==> config.mk <==
export PLATFORM = sky130hd
export DESIGN_NAME = dly_code_enc
export DESIGN_NICKNAME = d
export VERILOG_FILES = /design/src/rtl/dly_enc_pkg.sv /design/src/rtl/dly_seq_div.sv /design/src/rtl/dly_word_pack.sv /design/src/rtl/dly_code_enc.sv
export SDC_FILE = /design/constraint.sdc
export NUM_CORES = 2
export LEC_CHECK = 0
export BUFFER_PORTS_ARGS = -buffer_cell sky130_fd_sc_hd__clkbuf_2
export CORE_UTILIZATION = 65
export CTS_BUF_LIST = sky130_fd_sc_hd__clkbuf_2
export DETAILED_ROUTE_END_ITERATION = 6
export MAX_ROUTING_LAYER = met4
export PLACE_DENSITY = 0.82
export SKIP_CTS_REPAIR_TIMING = 1
export SLEW_MARGIN = 25
export SYNTH_ARGS = -nofsm -noshare
export SYNTH_HDL_FRONTEND = slang
export SYNTH_SLANG_ARGS = --single-unit
==> constraint.sdc <==
create_clock -name clk -period 12.08 [get_ports clk]
set_input_delay 1.812 -clock clk [delete_from_list [all_inputs] [get_ports clk]]
set_output_delay 1.812 -clock clk [all_outputs]
set_load 0.02 [all_outputs]
==> src/rtl/dly_enc_pkg.sv <==
// Package: constants and state types shared by the delay code encoder.
// Assumes the fixed global element sizes and the word layout below.
package dly_enc_pkg;
    localparam int GLB_COARSE_UNIT = 920;
    localparam int GLB_FINE_UNIT   = 60;
    localparam int TENTH_SCALE     = 10;
    localparam int FINE_FOLD_MAX   = 22;
    localparam int FINE_W          = 5;
    localparam int COARSE_W        = 5;
    localparam int WORD_W          = 16;
    localparam int LOCK_POS        = 10;
    localparam int SIG_LSB         = 12;
    localparam logic [3:0] SIG_VAL = 4'h9;

    typedef enum logic [1:0] {ST_IDLE, ST_ISSUE, ST_WAIT, ST_FIN} enc_state_t;
    typedef enum logic [2:0] {SP_GQ, SP_GF, SP_AQ, SP_AF, SP_FSUM, SP_RC, SP_RF} enc_step_t;
endpackage

==> src/rtl/dly_seq_div.sv <==
// Module: restoring radix-2 divider, one quotient bit per cycle.
// Assumes the divisor is non-zero; the caller screens out zero divisors.
// busy lasts W cycles after start; done pulses once and quot/rem then hold.
module dly_seq_div #(
    parameter int W = 32
) (
    input  logic         clk,
    input  logic         rst_n,
    input  logic         start,
    input  logic [W-1:0] dividend,
    input  logic [W-1:0] divisor,
    output logic         busy,
    output logic         done,
    output logic [W-1:0] quot,
    output logic [W-1:0] rem
);
    localparam int CW = $clog2(W + 1);

    logic [CW-1:0] cnt;
    logic [W-1:0]  r_q, q_q;
    logic [W:0]    shifted, diff;
    logic          fits;

    // Trial subtraction of the divisor from the partial remainder.
    always_comb begin
        shifted = {r_q, q_q[W-1]};
        diff    = shifted - {1'b0, divisor};
        fits    = (shifted >= {1'b0, divisor});
    end

    // Iteration registers and the completion strobe.
    always_ff @(posedge clk) begin
        if (!rst_n) begin
            r_q  <= '0;
            q_q  <= '0;
            cnt  <= '0;
            busy <= 1'b0;
            done <= 1'b0;
        end else begin
            done <= 1'b0;
            if (start && !busy) begin
                r_q  <= '0;
                q_q  <= dividend;
                cnt  <= CW'(W);
                busy <= 1'b1;
            end else if (busy) begin
                r_q <= fits ? diff[W-1:0] : shifted[W-1:0];
                q_q <= {q_q[W-2:0], fits};
                cnt <= cnt - 1'b1;
                if (cnt == CW'(1)) begin
                    busy <= 1'b0;
                    done <= 1'b1;
                end
            end
        end
    end

    assign quot = q_q;
    assign rem  = r_q;
endmodule

==> src/rtl/dly_word_pack.sv <==
// Module: packs the coarse/fine counts with the lock and signature fields.
// Assumes the counts are already cut to their field widths; a fault gives zero.
module dly_word_pack
    import dly_enc_pkg::*;
(
    input  logic [COARSE_W-1:0] coarse,
    input  logic [FINE_W-1:0]   fine,
    input  logic                fault,
    output logic [WORD_W-1:0]   word
);
    // Field placement of the configuration word.
    always_comb begin
        word = '0;
        if (!fault) begin
            word[FINE_W-1:0]        = fine;
            word[FINE_W +: COARSE_W] = coarse;
            word[LOCK_POS]          = 1'b1;
            word[SIG_LSB +: 4]      = SIG_VAL;
        end
    end
endmodule

==> src/rtl/dly_code_enc.sv <==
// Module: delay code encoder top. Steps one shared divider through the
// global split, the adjustment split, the fine sum and the optional fold,
// then packs the word. Assumes start is a one-cycle pulse with stable operands.
module dly_code_enc
    import dly_enc_pkg::*;
#(
    parameter int DLY_W = 16
) (
    input  logic              clk,
    input  logic              rst_n,
    input  logic              start,
    input  logic [DLY_W-1:0]  glob_dly,
    input  logic [DLY_W-1:0]  adj_dly,
    input  logic [DLY_W-1:0]  coarse_per,
    input  logic [DLY_W-1:0]  fine_per,
    output logic              busy,
    output logic              done,
    output logic              err,
    output logic [WORD_W-1:0] cfg_word
);
    localparam int DIV_W = 2 * DLY_W;

    enc_state_t       st;
    enc_step_t        step;
    logic [DLY_W-1:0] g_r, a_r, cp_r, fp_r;
    logic [DIV_W-1:0] c_acc, f_acc, gf_r, tmp;
    logic             fault;
    logic [DIV_W-1:0] dvd, dvs, div_q, div_r;
    logic             div_start, div_busy, div_done;
    logic [WORD_W-1:0] packed_w;

    // Operand selection for the current division step.
    always_comb begin
        dvd = tmp;
        dvs = DIV_W'(fp_r);
        unique case (step)
            SP_GQ:   begin dvd = DIV_W'(g_r);                dvs = DIV_W'(GLB_COARSE_UNIT); end
            SP_GF:   begin dvd = tmp * DIV_W'(TENTH_SCALE);  dvs = DIV_W'(GLB_FINE_UNIT);   end
            SP_AQ:   begin dvd = DIV_W'(a_r);                dvs = DIV_W'(cp_r);            end
            SP_AF:   begin dvd = tmp * DIV_W'(TENTH_SCALE);  dvs = DIV_W'(fp_r);            end
            SP_FSUM: begin dvd = f_acc;                      dvs = DIV_W'(TENTH_SCALE);     end
            SP_RC:   begin dvd = c_acc * DIV_W'(cp_r) + f_acc * DIV_W'(fp_r);
                           dvs = DIV_W'(cp_r); end
            default: begin dvd = tmp;                        dvs = DIV_W'(fp_r);            end
        endcase
    end

    assign div_start = (st == ST_ISSUE);

    dly_seq_div #(.W(DIV_W)) u_div (
        .clk      (clk),
        .rst_n    (rst_n),
        .start    (div_start),
        .dividend (dvd),
        .divisor  (dvs),
        .busy     (div_busy),
        .done     (div_done),
        .quot     (div_q),
        .rem      (div_r)
    );

    dly_word_pack u_pack (
        .coarse (c_acc[COARSE_W-1:0]),
        .fine   (f_acc[FINE_W-1:0]),
        .fault  (fault),
        .word   (packed_w)
    );

    // Sequencer: operand capture, step results, fold decision, result latch.
    always_ff @(posedge clk) begin
        if (!rst_n) begin
            st       <= ST_IDLE;
            step     <= SP_GQ;
            g_r      <= '0;
            a_r      <= '0;
            cp_r     <= '0;
            fp_r     <= '0;
            c_acc    <= '0;
            f_acc    <= '0;
            gf_r     <= '0;
            tmp      <= '0;
            fault    <= 1'b0;
            done     <= 1'b0;
            err      <= 1'b0;
            cfg_word <= '0;
        end else begin
            done <= 1'b0;
            unique case (st)
                ST_IDLE: if (start) begin
                    g_r   <= glob_dly;
                    a_r   <= adj_dly;
                    cp_r  <= coarse_per;
                    fp_r  <= fine_per;
                    step  <= SP_GQ;
                    fault <= (coarse_per == '0) || (fine_per == '0);
                    st    <= ((coarse_per == '0) || (fine_per == '0)) ? ST_FIN : ST_ISSUE;
                end
                ST_ISSUE: st <= ST_WAIT;
                ST_WAIT: if (div_done) begin
                    st <= ST_ISSUE;
                    unique case (step)
                        SP_GQ:   begin c_acc <= div_q; tmp <= div_r; step <= SP_GF; end
                        SP_GF:   begin gf_r <= div_q; step <= SP_AQ; end
                        SP_AQ:   begin c_acc <= c_acc + div_q; tmp <= div_r; step <= SP_AF; end
                        SP_AF:   begin f_acc <= gf_r + div_q; step <= SP_FSUM; end
                        SP_FSUM: begin
                            f_acc <= div_q;
                            if (div_q > DIV_W'(FINE_FOLD_MAX)) step <= SP_RC;
                            else st <= ST_FIN;
                        end
                        SP_RC:   begin c_acc <= div_q; tmp <= div_r; step <= SP_RF; end
                        default: begin f_acc <= div_q; st <= ST_FIN; end
                    endcase
                end
                default: begin
                    cfg_word <= packed_w;
                    err      <= fault;
                    done     <= 1'b1;
                    st       <= ST_IDLE;
                end
            endcase
        end
    end

    assign busy = (st != ST_IDLE);
endmodule

==> results_dict.tcl <==
set metrics [dict create \
    drv_slew 0 \
    vias_per_cell 6.18 \
    synth_top_area_cell "fa_1" \
    tritoncts "built" \
    ant_nets 0 \
    route.vias.total 36100 \
    route.detailed.drc 0 \
    synth_area_um2 41300 \
    async_reset_ff_frac 0 \
    worst_pin_slew_ps 1160 \
    power_frac_clock 0.312 \
    grt_util_all_layers 0.421 \
    rsz0062_at_grt "no" \
    avgSynthCellArea_um2 8.26 \
    clock_latency_ps 1100 \
    crit_fanout 18 \
    yosys_warnings 0 \
    grt_pass1_vias 36700 \
    crit_path_start_kind "flop" \
    port_buffers 82 \
    crit_required_ps 13040 \
    multi_input_area_um2 31700 \
    skew_ps 121 \
    setup_viol 0 \
    fillers 5231 \
    ys_ff_latch 283 \
    cts_buffers 71 \
    grt_max_degree 100 \
    drive_gt1_frac 0.0694 \
    cts_buffer_depth 3 \
    drt-initial-drc-count 3806 \
    crit_type "flop to flop" \
    dieArea_um2 64600 \
    finalCriticalPeriod_ps 8180 \
    use_met1 0.511 \
    period_share 0.677 \
    h-tree-depth 3 \
    met2_usage 0.639 \
    first_pass_iters 6 \
    gp_congestion 1.05 \
    maxCapViolCount 0 \
    postLayoutCellArea_um2 42900 \
    path_clk_slew_ps 110 \
    wl_per_cell_um 21.8 \
    ys_types 94 \
    cts_root_buffer "clkbuf_2" \
    hpwl_um 96000 \
    switching_power_uw 822 \
    syn_inst 5002 \
    seqPwrFrac 0.473 \
    antenna_found_initial 6 \
    overflow 0 \
    synth_top_area_share 0.324 \
    seq_area_um2 5670 \
    ys_seq_area_frac 0.137 \
    p_int_uw 1380 \
    rows 92 \
    synth_edf_count 0 \
    clock_sinks 283 \
    relSlewSlack 0.225 \
    io_pins 86 \
    status "finished clean" \
    die_w_um 254 \
    wirelength_um 127000 \
    synth_top_flop_cell "dfxtp_1" \
    synth_most_common_cell "nand2_1" \
    worstSetupEndpointType "flop" \
    hold_viol_final 0 \
    pwr-share-comb 0.214 \
    min_path_type "flop to flop" \
    grt.met3_usage 0.105 \
    ir_drop_v 0.0000835 \
    design.core.area_um2 63000 \
    fmax_mhz 122 \
    gr-max-usage-layer "met2" \
    placed_area_um2 42200 \
    tns_ps 0 \
    powerDensity_nw_per_um2 51.4 \
    area_delta_synth_final_pct 3.81 \
    ys_top_cells_by_count "918 x nand2_1, 731 x inv_1, 668 x fa_1, 340 x a21oi_1, 297 x and2_1" \
    synthTopCellsByArea "fa_1 32%, dfxtp_1 14%, nand2_1 8.3%" \
    die_h_um 254 \
    nNetsFinal 5920 \
    p_leak_uw 0.0202 \
    arrival_ps 9140 \
    netSwitchingFraction 0.373 \
    grt_pass1_wl_um 201000 \
    initial_core_util 0.656 \
]
==> state kept, by name, indices dropped and copies added, names as in the netlist, 16 cells and up <==
register,flops
fp_r,16
f_acc,32
tmp,32
gf_r,32
u_div.rem,32
g_r,16
a_r,16
cp_r,16
u_div.quot,32
c_acc,32
==> layer usage <==
metal | share of wire | vias up
li1 | - | 15800
met1 | 0.37 | 17500
met5 | 0 | -
met3 | 0.12 | 582
met2 | 0.45 | 2180
met4 | 0.065 | 0
==> critical path, stage by stage (launching register included) <==
cell and delay (ps):
dfxtp_1 840, nand2_1 170, fa_1 570, inv_1 50, fa_1 480, inv_1 50
fa_1 460, fa_1 550, inv_1 50, fa_1 480, fa_1 550, inv_1 50
fa_1 470, fa_1 500, inv_1 50, ha_1 210, nor3_1 250, o211ai_1 190
a221oi_2 420, nor3_1 100, o21ai_1 410, o31ai_1 250, o41ai_1 400, mux2i_1 230
a21oi_1 80, a211oi_1 230
==> metrics by stage <==
stage	hold WS (ps)	power, uW	instances	util	setup slack (ps)
after floorplan	433	1370	5004	-	4760
after global placement	439	1510	5713	0.671	4130
after detailed placement	444	1520	5713	0.671	3950
after CTS	459	2190	5833	0.681	3940
after global routing	478	2290	5836	0.681	3520
final	460	2200	5838	0.681	3900
==> path summary, 6_finish.rpt <==
| path | startpoint | to | slack, ps | cells after the start |
|---|---|---|---|---|
| worst max-delay path | c_acc[7]$_SDFFE_PN0P_ | u_div.quot[30]$_SDFFE_PN0P_ | 3900 | 25 |
| worst min-delay path | fp_r[8]$_SDFFE_PN0P_ | fp_r[8]$_SDFFE_PN0P_ | 460 | 2 |
| worst max register to register | c_acc[7]$_SDFFE_PN0P_ | u_div.quot[30]$_SDFFE_PN0P_ | 3900 | 25 |
| worst min register to register | fp_r[8]$_SDFFE_PN0P_ | fp_r[8]$_SDFFE_PN0P_ | 460 | 2 |
==> power groups by stage <==
stage	sequential (uW)	combinational [uW]	clock, uW
after floorplan	1020	351	0
after CTS	1040	459	689
after global routing	1050	506	735
after detailed placement	1060	458	0
after global placement	1060	452	0
final	1040	472	688
==> area by class of cell <==
class	count	share of cell area
multi-input combinational	3684	0.739
sequential	283	0.132
inverter	733	0.0643
tap	846	0.0247
timing repair buffer	167	0.0245
clock buffer	96	0.0112
clock inverter	24	0.00353
antenna	5	0.000292
==> cells by family (layout without fill, tap and decap cells) <==
logic type      Yosys count  count (layout)  share of synthesized area
simple gates           1663            1663                      0.183
buf+inv                1037            1020                     0.0967
fa+ha+maj               913             913                      0.398
compound gates          891             891                      0.138
flops                   283             283                      0.137
xor+xnor                178             178                     0.0377
mux                      36              36                    0.00900
other cells               1               8                  0.0000908
==> layout by cell type (no fill, tap or decap), types with 23 or more instances in the layout <==
cell	n
nand2_1	917
inv_1	731
fa_1	668
a21oi_1	338
and2_1	296
dfxtp_1	279
ha_1	245
nor2_1	209
clkbuf_2	178
o21ai_0	157
xnor2_1	127
buf_4	85
a211oi_1	67
xor2_1	51
a21o_1	50
nor3_1	47
or3_1	33
nand3_1	33
mux2i_1	30
o211ai_1	30
a311oi_1	27
nand2b_1	25
a31oi_1	23
Power figures use the tool's default switching activity.
